## src/rtl/mcc_pkg.sv

```systemverilog
package mcc_pkg;

    localparam int OPC_W  = 4;
    localparam int ALUF_W = 3;
    localparam int SEL_W  = 2;

    typedef enum logic [3:0] {
        PH_FETCH    = 4'd0,
        PH_DECODE   = 4'd1,
        PH_ALU_EXEC = 4'd2,
        PH_ALU_WB   = 4'd3,
        PH_IMM_WB   = 4'd4,
        PH_LD_IND   = 4'd5,
        PH_LD_DIR   = 4'd6,
        PH_LD_WB    = 4'd7,
        PH_STORE    = 4'd8,
        PH_BR_TAKE  = 4'd9,
        PH_JMP_ABS  = 4'd10,
        PH_JMP_REG  = 4'd11
    } phase_e;

    // opcode values; 0..6 are ALU operations
    localparam logic [OPC_W-1:0] OP_LDI  = 4'd7;
    localparam logic [OPC_W-1:0] OP_LDR  = 4'd8;
    localparam logic [OPC_W-1:0] OP_LDD  = 4'd9;
    localparam logic [OPC_W-1:0] OP_STD  = 4'd10;
    localparam logic [OPC_W-1:0] OP_BRZ  = 4'd11;
    localparam logic [OPC_W-1:0] OP_BRC  = 4'd12;
    localparam logic [OPC_W-1:0] OP_JMP  = 4'd13;
    localparam logic [OPC_W-1:0] OP_JMPR = 4'd14;

    localparam logic [ALUF_W-1:0] ALUF_ADD = 3'd0;

    localparam logic [SEL_W-1:0] ADDR_PC    = 2'd0;
    localparam logic [SEL_W-1:0] ADDR_REG   = 2'd1;
    localparam logic [SEL_W-1:0] ADDR_FIELD = 2'd2;

    localparam logic A_PC  = 1'b0;
    localparam logic A_REG = 1'b1;

    localparam logic [SEL_W-1:0] B_REG  = 2'd0;
    localparam logic [SEL_W-1:0] B_STEP = 2'd1;
    localparam logic [SEL_W-1:0] B_OFFS = 2'd2;

    localparam logic [SEL_W-1:0] PCS_ALU   = 2'd0;
    localparam logic [SEL_W-1:0] PCS_FIELD = 2'd1;
    localparam logic [SEL_W-1:0] PCS_REG   = 2'd2;

    localparam logic [SEL_W-1:0] WB_ALU = 2'd0;
    localparam logic [SEL_W-1:0] WB_MEM = 2'd1;
    localparam logic [SEL_W-1:0] WB_IMM = 2'd2;

    typedef struct packed {
        phase_e              ph;
        logic [ALUF_W-1:0]   aluf;
    } seq_t;

    typedef struct packed {
        logic                mem_rd;
        logic                mem_wr;
        logic                ir_ld;
        logic                pc_wr;
        logic                reg_wr;
        logic                flag_wr;
        logic [SEL_W-1:0]    addr_sel;
        logic                alu_a_sel;
        logic [SEL_W-1:0]    alu_b_sel;
        logic [ALUF_W-1:0]   alu_op;
        logic [SEL_W-1:0]    pc_src;
        logic [SEL_W-1:0]    wb_src;
    } ctrl_t;

endpackage

```

## src/rtl/mcc_next_phase.sv

```systemverilog
module mcc_next_phase
    import mcc_pkg::*;
(
    input  seq_t               cur,
    input  logic [OPC_W-1:0]   opcode,
    input  logic               zero_flag,
    input  logic               carry_flag,
    output seq_t               nxt
);

    always_comb begin
        nxt.ph   = PH_FETCH;
        nxt.aluf = cur.aluf;
        case (cur.ph)
            PH_FETCH: nxt.ph = PH_DECODE;
            PH_DECODE: begin
                nxt.aluf = opcode[ALUF_W-1:0];
                if (opcode < OP_LDI) begin
                    nxt.ph = PH_ALU_EXEC;
                end else begin
                    case (opcode)
                        OP_LDI:  nxt.ph = PH_IMM_WB;
                        OP_LDR:  nxt.ph = PH_LD_IND;
                        OP_LDD:  nxt.ph = PH_LD_DIR;
                        OP_STD:  nxt.ph = PH_STORE;
                        OP_BRZ:  nxt.ph = zero_flag  ? PH_BR_TAKE : PH_FETCH;
                        OP_BRC:  nxt.ph = carry_flag ? PH_BR_TAKE : PH_FETCH;
                        OP_JMP:  nxt.ph = PH_JMP_ABS;
                        OP_JMPR: nxt.ph = PH_JMP_REG;
                        default: nxt.ph = PH_FETCH;
                    endcase
                end
            end
            PH_ALU_EXEC: nxt.ph = PH_ALU_WB;
            PH_LD_IND:   nxt.ph = PH_LD_WB;
            PH_LD_DIR:   nxt.ph = PH_LD_WB;
            // write-back, store, branch, jumps and unused codes all re-enter fetch
            default:     nxt.ph = PH_FETCH;
        endcase
    end

endmodule

```

## src/rtl/mcc_out_decode.sv

```systemverilog
module mcc_out_decode
    import mcc_pkg::*;
(
    input  seq_t   cur,
    output ctrl_t  ctl
);

    always_comb begin
        ctl = '0;   // every field has a value in every phase; zero stands for don't care
        case (cur.ph)
            PH_FETCH: begin
                ctl.mem_rd    = 1'b1;
                ctl.ir_ld     = 1'b1;
                ctl.pc_wr     = 1'b1;
                ctl.addr_sel  = ADDR_PC;
                ctl.alu_a_sel = A_PC;
                ctl.alu_b_sel = B_STEP;
                ctl.alu_op    = ALUF_ADD;
                ctl.pc_src    = PCS_ALU;
            end
            PH_ALU_EXEC: begin
                ctl.alu_a_sel = A_REG;
                ctl.alu_b_sel = B_REG;
                ctl.alu_op    = cur.aluf;
                ctl.flag_wr   = 1'b1;
            end
            PH_ALU_WB: begin
                ctl.reg_wr = 1'b1;
                ctl.wb_src = WB_ALU;
            end
            PH_IMM_WB: begin
                ctl.reg_wr = 1'b1;
                ctl.wb_src = WB_IMM;
            end
            PH_LD_IND: begin
                ctl.mem_rd   = 1'b1;
                ctl.addr_sel = ADDR_REG;
            end
            PH_LD_DIR: begin
                ctl.mem_rd   = 1'b1;
                ctl.addr_sel = ADDR_FIELD;
            end
            PH_LD_WB: begin
                ctl.reg_wr = 1'b1;
                ctl.wb_src = WB_MEM;
            end
            PH_STORE: begin
                ctl.mem_wr   = 1'b1;
                ctl.addr_sel = ADDR_FIELD;
            end
            PH_BR_TAKE: begin
                ctl.pc_wr     = 1'b1;
                ctl.alu_a_sel = A_PC;
                ctl.alu_b_sel = B_OFFS;
                ctl.alu_op    = ALUF_ADD;
                ctl.pc_src    = PCS_ALU;
            end
            PH_JMP_ABS: begin
                ctl.pc_wr  = 1'b1;
                ctl.pc_src = PCS_FIELD;
            end
            PH_JMP_REG: begin
                ctl.pc_wr  = 1'b1;
                ctl.pc_src = PCS_REG;
            end
            default: ctl = '0;   // decode and unused codes
        endcase
    end

endmodule

```

## src/rtl/mcyc_ctrl_fsm.sv

```systemverilog
module mcyc_ctrl_fsm
    import mcc_pkg::*;
(
    input  logic               clk,
    input  logic               rst,
    input  logic [OPC_W-1:0]   opcode,
    input  logic               zero_flag,
    input  logic               carry_flag,
    output logic               mem_rd,
    output logic               mem_wr,
    output logic               ir_ld,
    output logic               pc_wr,
    output logic               reg_wr,
    output logic               flag_wr,
    output logic [SEL_W-1:0]   addr_sel,
    output logic               alu_a_sel,
    output logic [SEL_W-1:0]   alu_b_sel,
    output logic [ALUF_W-1:0]  alu_op,
    output logic [SEL_W-1:0]   pc_src,
    output logic [SEL_W-1:0]   wb_src
);

    seq_t  seq_d;
    seq_t  seq_q;
    ctrl_t ctl;

    mcc_next_phase u_next (
        .cur        (seq_q),
        .opcode     (opcode),
        .zero_flag  (zero_flag),
        .carry_flag (carry_flag),
        .nxt        (seq_d)
    );

    always_ff @(posedge clk or posedge rst) begin
        if (rst) begin
            seq_q <= '{ph: PH_FETCH, aluf: '0};
        end else begin
            seq_q <= seq_d;
        end
    end

    mcc_out_decode u_out (
        .cur (seq_q),
        .ctl (ctl)
    );

    assign mem_rd    = ctl.mem_rd;
    assign mem_wr    = ctl.mem_wr;
    assign ir_ld     = ctl.ir_ld;
    assign pc_wr     = ctl.pc_wr;
    assign reg_wr    = ctl.reg_wr;
    assign flag_wr   = ctl.flag_wr;
    assign addr_sel  = ctl.addr_sel;
    assign alu_a_sel = ctl.alu_a_sel;
    assign alu_b_sel = ctl.alu_b_sel;
    assign alu_op    = ctl.alu_op;
    assign pc_src    = ctl.pc_src;
    assign wb_src    = ctl.wb_src;

    // a memory cycle is either a read or a write
    assert_excl_rw_R12: assert property (@(posedge clk) disable iff (rst)
        !(mem_rd && mem_wr));

    // the fetch word lasts one cycle and is followed by the all-quiet decode word
    assert_fetch_then_decode_R4: assert property (@(posedge clk) disable iff (rst)
        ir_ld |=> (!ir_ld && !mem_rd && !mem_wr && !pc_wr && !reg_wr && !flag_wr));

    // every register write-back phase is the last of its instruction
    assert_wb_returns_R3: assert property (@(posedge clk) disable iff (rst)
        reg_wr |=> ir_ld);

    // the store phase hands over straight to fetch
    assert_store_returns_R8: assert property (@(posedge clk) disable iff (rst)
        mem_wr |=> ir_ld);

    // a PC update outside fetch (branch or jump) ends the instruction
    assert_pc_phase_returns_R9: assert property (@(posedge clk) disable iff (rst)
        (pc_wr && !ir_ld) |=> ir_ld);

    // the execute phase always leads into ALU write-back
    assert_exec_then_wb_R3: assert property (@(posedge clk) disable iff (rst)
        flag_wr |=> (reg_wr && wb_src == WB_ALU));

endmodule

```

## config.mk

```make
export PLATFORM = sky130hd
export DESIGN_NAME = mcyc_ctrl_fsm
export DESIGN_NICKNAME = d
export VERILOG_FILES = /design/src/rtl/mcc_pkg.sv /design/src/rtl/mcc_next_phase.sv /design/src/rtl/mcc_out_decode.sv /design/src/rtl/mcyc_ctrl_fsm.sv
export SDC_FILE = /design/constraint.sdc
export NUM_CORES = 1
export LEC_CHECK = 0
export BUFFER_PORTS_ARGS = -buffer_cell sky130_fd_sc_hd__buf_4
export CAP_MARGIN = 30
export CORE_MARGIN = 2
export CORE_UTILIZATION = 30
export DETAILED_ROUTE_END_ITERATION = 8
export PLACE_DENSITY = 0.67
export SYNTH_ARGS = -nofsm -noshare
export SYNTH_HDL_FRONTEND = slang
export SYNTH_SLANG_ARGS = --single-unit
```

## constraint.sdc

```tcl
create_clock -name clk -period 1.6 [get_ports clk]
set_input_delay 0.24 -clock clk [delete_from_list [all_inputs] [get_ports clk]]
set_output_delay 0.24 -clock clk [all_outputs]
set_load 0.01 [all_outputs]
```

=== Word level (Yosys, flattened, before mapping) ===
Cells that the tools add are included.

* Word-level logic and storage cells: 43
* Output and inout bits: 18
* Register bits: 7
* Input bits: 8

* Magnitude comparators: 1
* Equality and inequality tests: 19
* Multiplexer cells: 15
* Reduce and logical (&&, ||, !) cells: 6

{| class="wikitable"
|+ Operator list
! kind !! count
|-
| $eq A4 B4 Y1 const B || 11
|-
| $pmux W4 S8 || 1
|-
| $eq A4 B3 Y1 const B || 5
|-
| $pmux W6 S3 || 1
|-
| $pmux W4 S4 || 1
|-
| $mux W4 || 3
|-
| $pmux W2 S2 || 3
|-
| $eq A4 B2 Y1 const B || 2
|-
| $mux W1 || 6
|-
| $reduce_or A3 Y1 || 2
|-
| $eq A4 B1 Y1 const B || 1
|-
| $logic_not A4 Y1 || 1
|-
| $lt A4 B3 Y1 const B || 1
|-
| $reduce_or A2 Y1 || 2
|-
| $reduce_or A4 Y1 || 1
|}

=== Logic depth before layout (Yosys ltp) ===
Gate-level depths: netlist of run 1.

* Depth after elaboration: 4
* Mapped depth: 5
* Gate-level depth less buffers: 4

=== Hierarchy ===
Synthesis of run 1 repeated with hierarchy kept, for this count alone.

* Cells, all modules: 72
* Area, all modules: 601.8 µm²

{| class="wikitable"
|+ Modules (own cells, without submodules)
! module !! cells an instance !! area an instance (µm²) !! instances !! seq. area each (µm²)
|-
| mcc_out_decode || 33 || 219.0 || 1 || 0.0
|-
| mcc_next_phase || 31 || 203.9 || 1 || 0.0
|-
| mcyc_ctrl_fsm || 8 || 178.9 || 1 || 175.2
|}

=== Worst setup path before layout of run 1 ===
No wires, ideal clock.

* Kind: reg2out
* Start: register seq_q[3] (netlist name)
* End: output port alu_b_sel[0]
* Cell stages (with the launch flop): 4
* Required time: 1360 ps
* Path buffers: 2
* Arrival time: 1285 ps
* Setup slack: 75 ps
* Cell sequence: dfrtp_1 -> buf_2 -> nor4_1 -> buf_4

* Longest elaborated chain between the ends: 2
* Elaborated cells between the ends (all ways): 4
* Classes of those cells: eq/ne: 2; mux: 1; reduce/logical: 1

{| class="wikitable"
|+ RTL lines
! item !! RTL line !! text
|-
| start: declaration || mcyc_ctrl_fsm.sv:24 || <nowiki>seq_t seq_q;</nowiki>
|-
| start signal: assignment || mcyc_ctrl_fsm.sv:37 || <nowiki>seq_q <= '{ph: PH_FETCH, aluf: '0};</nowiki>
|-
| start signal: assignment || mcyc_ctrl_fsm.sv:39 || <nowiki>seq_q <= seq_d;</nowiki>
|-
| $eq A4 B4 Y1, or another cell as far along || mcc_out_decode.sv:10 || <nowiki>case (cur.ph)</nowiki>
|-
| $pmux W6 S3 (*) || mcc_out_decode.sv:10 ||
|-
| end: declaration || mcyc_ctrl_fsm.sv:17 || <nowiki>output logic [SEL_W-1:0] alu_b_sel,</nowiki>
|}

Every way passes the cells marked *; elsewhere a longest branch is shown, timed or not.

=== Final worst setup path of run 1 ===
* Start: register seq_q[4] (netlist name)
* End: output port mem_rd

* Longest elaborated chain between the ends: 3
* Elaborated cells between the ends (all ways): 5
* Classes of those cells: eq/ne: 2; mux: 1; reduce/logical: 2

{| class="wikitable"
|+ RTL lines
! item !! RTL line !! text
|-
| $eq A4 B3 Y1 / $logic_not A4 Y1 (equally long branches) || mcc_out_decode.sv:10 ||
|-
| $reduce_or A3 Y1 (no line) (*) || -- ||
|-
| $mux W1 (*) || mcc_out_decode.sv:10 ||
|-
| end: declaration || mcyc_ctrl_fsm.sv:9 || <nowiki>output logic mem_rd,</nowiki>
|}

Marked as above.

==> impl_metrics.csv, run 1 <==
group,metric,value,unit
run_status,status,"complete, no violations",
sta,max_clock_freq,0.638,GHz
sta,rsz0062_at_grt,"yes",
die,fp-row-count,15,
global_routing,grt_usage,0.135,
sta,worst_slew_pin_slew,0.292,ns
yosys,synth-xor-area-share,0.0151,
route,drt_iter0_markers,13,
yosys,avgSynthCellArea,7.43,um2
global_routing,grt_pass1_vias,460,
placed_design,post-place-ws,0.141,ns
global_routing,grt-busiest-layer,"met2",
yosys,yosys.area_share.simple,0.387,
sta,fin_crit_sh,0.979,
critical_path,required,1.36,ns
power_and_ir_drop,leakagePower,0.000427,uW
critical_path,cpMaxStageDelayCell,"dfrtp_2",
yosys,synth_top_family_by_area,"simple AND/OR/NAND/NOR gates",
critical_path,path_max_fanout,12,
global_routing,grt.overflow.total,0,
placed_design,globalplace.congestion,0.721,
layout,final_cell_mix,"buf_4, nor2_1, a21oi_1, nand2_1",
sta,fin_skew,0.00276,ns
layout,nets,120,
yosys,netlist-cell-type-count,26,
route,route.detailed.drc,0,
yosys,synth_warnings,0,
sta,holdWs,0.231,ns
die,die-area,2300,um2
layout,design_area,902,um2
layout,largest_register_ffs,7,
yosys,synth_compound_area_frac,0.134,
yosys,netlist_instances,78,
clocking,cts_tree,"done",
global_routing,gr-usage-met2,0.189,
placed_design,io_buffers,25,
critical_path,max_stage_delay,0.49,ns
global_routing,grt_pass1_wl,2080,um
route,final_antenna_net_count,0,
sta,hold_viol,0,
die,die_h,47.9,um
sta,maxSlewViolCount,0,
layout,max_flop_register,"seq_q",
placed_design,post_dp_cell_area,764,um2
global_routing,antenna_found_initial,0,
die,coreArea,1760,um2
power_and_ir_drop,vdd_drop_max,0.617,mV
die,start_util,0.328,
critical_path,crit_chain,"nor2b_1 -> nor3_2 -> a21oi_1 -> nor2_1 -> buf_4",
yosys,synth_area,579,um2
critical_path,worstPathArrival,1.33,ns
placed_design,hpwl,976,um
critical_path,critPathKind,"flip-flop to output port",
global_routing,grt_max_degree,14,
route,routed_wl,1430,um
layout,mostFrequentLayoutCell,"buf_4",
run,maxCapViolCount,0,
clocking,cts.path.max_buffers,2,
route,first_pass_iters,4,
layout,syn2layout_area_growth,55.7,%
clocking,htree_levels,1,
yosys,synth_mux_area_frac,0.0583,
sta,slew_headroom,0.803,
sta,setup_slack,0.0330,ns
global_routing,grt_use_met1,0.179,
clocking,cts.sinks,7,
die,io_pins,26,
clocking,cts_inserted_buffers,3,
power_and_ir_drop,power_density,1670,nW/um2
route,viasPerCell,4.51,
global_routing,gr-usage-met3,0.0340,
layout,top_regs,"seq_q x7",
critical_path,critPathLaunchType,"flip-flop",
sta,setup_viol_count_final,0,
layout,drive_gt1_frac,0.468,
yosys,synth-adder-area-share,0,
layout,antennaDiodeCount,0,
sta,min_period,1.57,ns
critical_path,cp-end-kind,"output port",
clocking,cts_root_buffer,"clkbuf_4",
yosys,synth_seq_cells,7,
die,die-width,47.9,um
route,dr_total_vias,613,
yosys,yosysSeqAreaShare,0.302,
route,wl_per_cell,10.5,um
yosys,syn_nets,86,
min_path,min_path_type,"primary input to flip-flop",
clocking,path_clk_slew,0.05,ns
clocking,clkLatencyLatePin,0.25,ns
==> Yosys cell counts, drive strengths merged <==
library cell	n	area share
o31ai	1	0.013
a311oi	1	0.015
nor2b	4	0.043
a21oi	7	0.060
mux2	3	0.058
nand2b	5	0.054
or3	1	0.011
buf	6	0.071
dfrtp	7	0.30
nor2	13	0.084
and3	1	0.013
inv	5	0.032
nor3	5	0.071
nand2	7	0.045
o21ai	4	0.035
xnor2	1	0.015
o22ai	1	0.011
nor4	1	0.011
and2	3	0.032
nand4	1	0.011
or2	1	0.011
==> critical path, delay by kind of cell (launching register included) <==
kind	cells	cell delay [ns]
simple gates	3	0.31
buf+inv	1	0.15
compound gates	1	0.11
flops	1	0.49
==> power breakdown <==
part | switching, uW | internal, uW | leakage (uW) | total [uW]
logic | 424 | 538 | 0.000331 | 962
registers | 118 | 262 | 0.0000812 | 380
clock network | 68.2 | 95.3 | 0.0000150 | 164
total | 610 | 896 | 0.000427 | 1510
==> area by class of cell <==
type / instances / area, um2
clock buffer: 4 / 26.3
fill: 173 / 862
inverter: 5 / 18.8
multi-input combinational: 60 / 372
sequential: 7 / 180
tap: 25 / 31.3
timing repair buffer: 35 / 274
==> path summary, 6_finish.rpt <==
kind                            cells after the start        to  slack [ns]      start
min in group asynchronous                           3  seq_q[4]        0.47        rst
worst max register to register                      4  seq_q[0]        0.14   seq_q[5]
max in group asynchronous                           3  seq_q[6]        0.90        rst
worst max-delay path                                5    mem_rd        0.03   seq_q[4]
worst min register to register                      1  seq_q[2]        0.50   seq_q[2]
worst min-delay path                                3  seq_q[6]        0.23  opcode[3]
==> kinds of logic after synthesis <==
logic type | count (synthesis)
muxes | 3
and+or+nand+nor | 42
xor gates and xnor gates | 1
buffers and inverters | 11
DFF | 7
AOI/OAI and AO/OA | 14
==> what timing repair did <==
action,in CTS,in global routing
pin swaps,0,1
setup buffers,0,8
endpoints found under the setup margin,11,9
cloned,0,0
hold endpoints to repair,7,0
hold buffers,1,0
gates resized for setup,6,7
==> per-stage QoR <==
stage	std cells	power (uW)	setup TNS [ns]	util
5_1_grt	136	1630	-0.406	0.511
2_1_floorplan	78	887	0	-
4_1_cts	128	1360	-0.0904	0.465
3_3_place_gp	123	1140	0	0.433
3_5_place_dp	123	1150	0	0.433
6_report	136	1510	0	0.511
==> metal layers <==
metal / up-vias / routed length (um)
met5: - / 0
met4: 0 / 10
met3: 2 / 58
met2: 16 / 686
met1: 269 / 672
li1: 326 / -
Note: power is estimated with default switching activity, not from simulation.
==> inputs of run 2 (changes only) <==
--- a/config.mk
+++ b/config.mk
@@ -7,7 +7,7 @@
 export LEC_CHECK = 0
 export BUFFER_PORTS_ARGS = -buffer_cell sky130_fd_sc_hd__buf_4
 export CAP_MARGIN = 30
-export CORE_MARGIN = 2
+export CORE_MARGIN = 4
 export CORE_UTILIZATION = 30
 export DETAILED_ROUTE_END_ITERATION = 8
 export PLACE_DENSITY = 0.67
==> constraint.sdc (replaced) <==
create_clock -name clk -period 1.93 [get_ports clk]
set_input_delay 0.2895 -clock clk [delete_from_list [all_inputs] [get_ports clk]]
set_output_delay 0.2895 -clock clk [all_outputs]
set_load 0.01 [all_outputs]
==> run 2 against run 1 <==
  * First-iteration DRC count decreased by 46%
  * Count of clock-buffer cells in the layout unchanged
  * Clock power decreased by 23%
  * Non-clock buffer count decreased by 9
  * Via count decreased by 6.5%
  * Critical path depth unchanged
  * Sequential power decreased by 13%
==> impl_metrics.csv, run 2 (synthesis gave the netlist of run 1 again) <==
group,metric,value,unit
run_status,status,"complete, no violations",
clocking,cts_inserted_buffers,3,
global_routing,grt_pass1_wl,2030,um
layout,top_regs,"seq_q x7",
sta,rsz0062_at_grt,"no",
global_routing,antenna_found_initial,0,
critical_path,worstPathArrival,1.53,ns
layout,antennaDiodeCount,0,
route,dr_total_vias,573,
die,die_h,51.9,um
sta,hold_viol,0,
sta,setup_viol_count_final,0,
layout,largest_register_ffs,7,
layout,max_flop_register,"seq_q",
placed_design,globalplace.congestion,0.762,
global_routing,grt_pass1_vias,507,
layout,drive_gt1_frac,0.343,
layout,regArea,175,um2
route,wl_per_cell,10.1,um
clocking,cts.sinks,7,
route,drt_iter0_markers,7,
power_and_ir_drop,vdd_drop_max,0.399,mV
power_and_ir_drop,power_density,1330,nW/um2
die,die-area,2700,um2
global_routing,grt_usage,0.0959,
sta,worst_slew_pin_slew,0.518,ns
route,routed_wl,1290,um
clocking,clkLatencyLatePin,0.24,ns
route,viasPerCell,4.51,
route,first_pass_iters,4,
sta,slew_headroom,0.655,
critical_path,path_max_fanout,13,
global_routing,grt.overflow.total,0,
layout,final_cell_mix,"buf_4, nor2_1, a21oi_1, nand2_1, dfrtp_1",
route,final_antenna_net_count,0,
clocking,htree_levels,1,
sta,fin_crit_sh,0.941,
layout,nets,111,
global_routing,grt_max_degree,14,
placed_design,dpl.cell_count,122,
layout,syn2layout_area_growth,38.0,%
sta,max_clock_freq,0.550,GHz
clocking,cts.path.max_buffers,2,
critical_path,required,1.64,ns
clocking,cts_tree,"done",
clocking,path_clk_slew,0.05,ns
die,die-width,51.9,um
route,route.detailed.drc,0,
die,coreArea,1780,um2
layout,final_cells,127,
run,maxCapViolCount,0,
sta,setup_tns,0,ns
clocking,cts_root_buffer,"clkbuf_4",
sta,holdWs,0.309,ns
die,start_util,0.325,
die,fp-row-count,15,
min_path,min_path_type,"primary input to flip-flop",
sta,fin_skew,0.000212,ns
layout,multi_input_comb_area,350,um2
layout,mostFrequentLayoutCell,"buf_4",
placed_design,io_buffers,25,
placed_design,hpwl,1030,um
critical_path,critPathKind,"flip-flop to output port",
critical_path,cp-end-kind,"output port",
die,io_pins,26,
layout,fillers,190,
sta,min_period,1.82,ns
critical_path,critPathLaunchType,"flip-flop",
sta,maxSlewViolCount,0,
power_and_ir_drop,leakagePower,0.000375,uW
==> run 2: cell count changes in the layout (fill, tap and decap cells not counted), sizes merged <==
cell | previous run | this run
buf | 34 | 25
==> run 2: metrics by stage <==
stage	setup WS (ns)	total power, uW	util	instance area (um2)
6_report	0.113	1060	0.448	800
3_3_place_gp	0.410	922	0.425	757
5_1_grt	0.0315	1150	0.448	800
2_1_floorplan	0.355	735	-	579
3_5_place_dp	0.372	932	0.425	757
4_1_cts	0.103	1070	0.445	793
==> run 2: cell type report <==
| type | count | share of cell area |
|---|---|---|
| flip-flops and latches | 7 | 0.219 |
| clock buffers | 4 | 0.0329 |
| inverters | 5 | 0.0235 |
| well taps | 25 | 0.0391 |
| repair buffers | 26 | 0.247 |
| multi-input cells | 60 | 0.438 |
==> run 2: layer usage <==
metal | share of wire | wire length [um] | global-route usage
met1 | 0.46 | 595 | 0.110
met2 | 0.48 | 613 | 0.172
met3 | 0.059 | 76 | 0.00860
met4 | 0 | 0 | 0.0524
met5 | 0 | 0 | 0
==> run 2: repair_timing <==
action,in CTS,in global routing
resized for setup,0,1
buffers inserted,0,0
hold endpoints to repair,7,0
setup endpoints to repair,0,3
hold buffers,1,0
==> run 2: final timing paths <==
check	start	slack [ns]	endpoint	cells past startpoint
setup / recovery	seq_q[5]	0.11	mem_rd	5
max in group asynchronous	rst	1.20	seq_q[6]	3
hold / removal	opcode[3]	0.31	seq_q[6]	3
setup reg to reg	seq_q[4]	0.45	seq_q[0]	3
hold reg to reg	seq_q[0]	0.50	seq_q[0]	1
min in group asynchronous	rst	0.53	seq_q[1]	3
==> run 2: report_power, final <==
group / internal, uW / switching [uW] / total [uW]
Combinational: 326 / 281 / 607
Clock: 78.4 / 47.1 / 126
Sequential: 210 / 120 / 330
==> run 2: critical path: stages (launching register included) <==
cell	delay, ns
dfrtp_1	0.64
nor2b_1	0.24
nor3_1	0.07
a21oi_1	0.12
nor2_1	0.05
buf_4	0.16
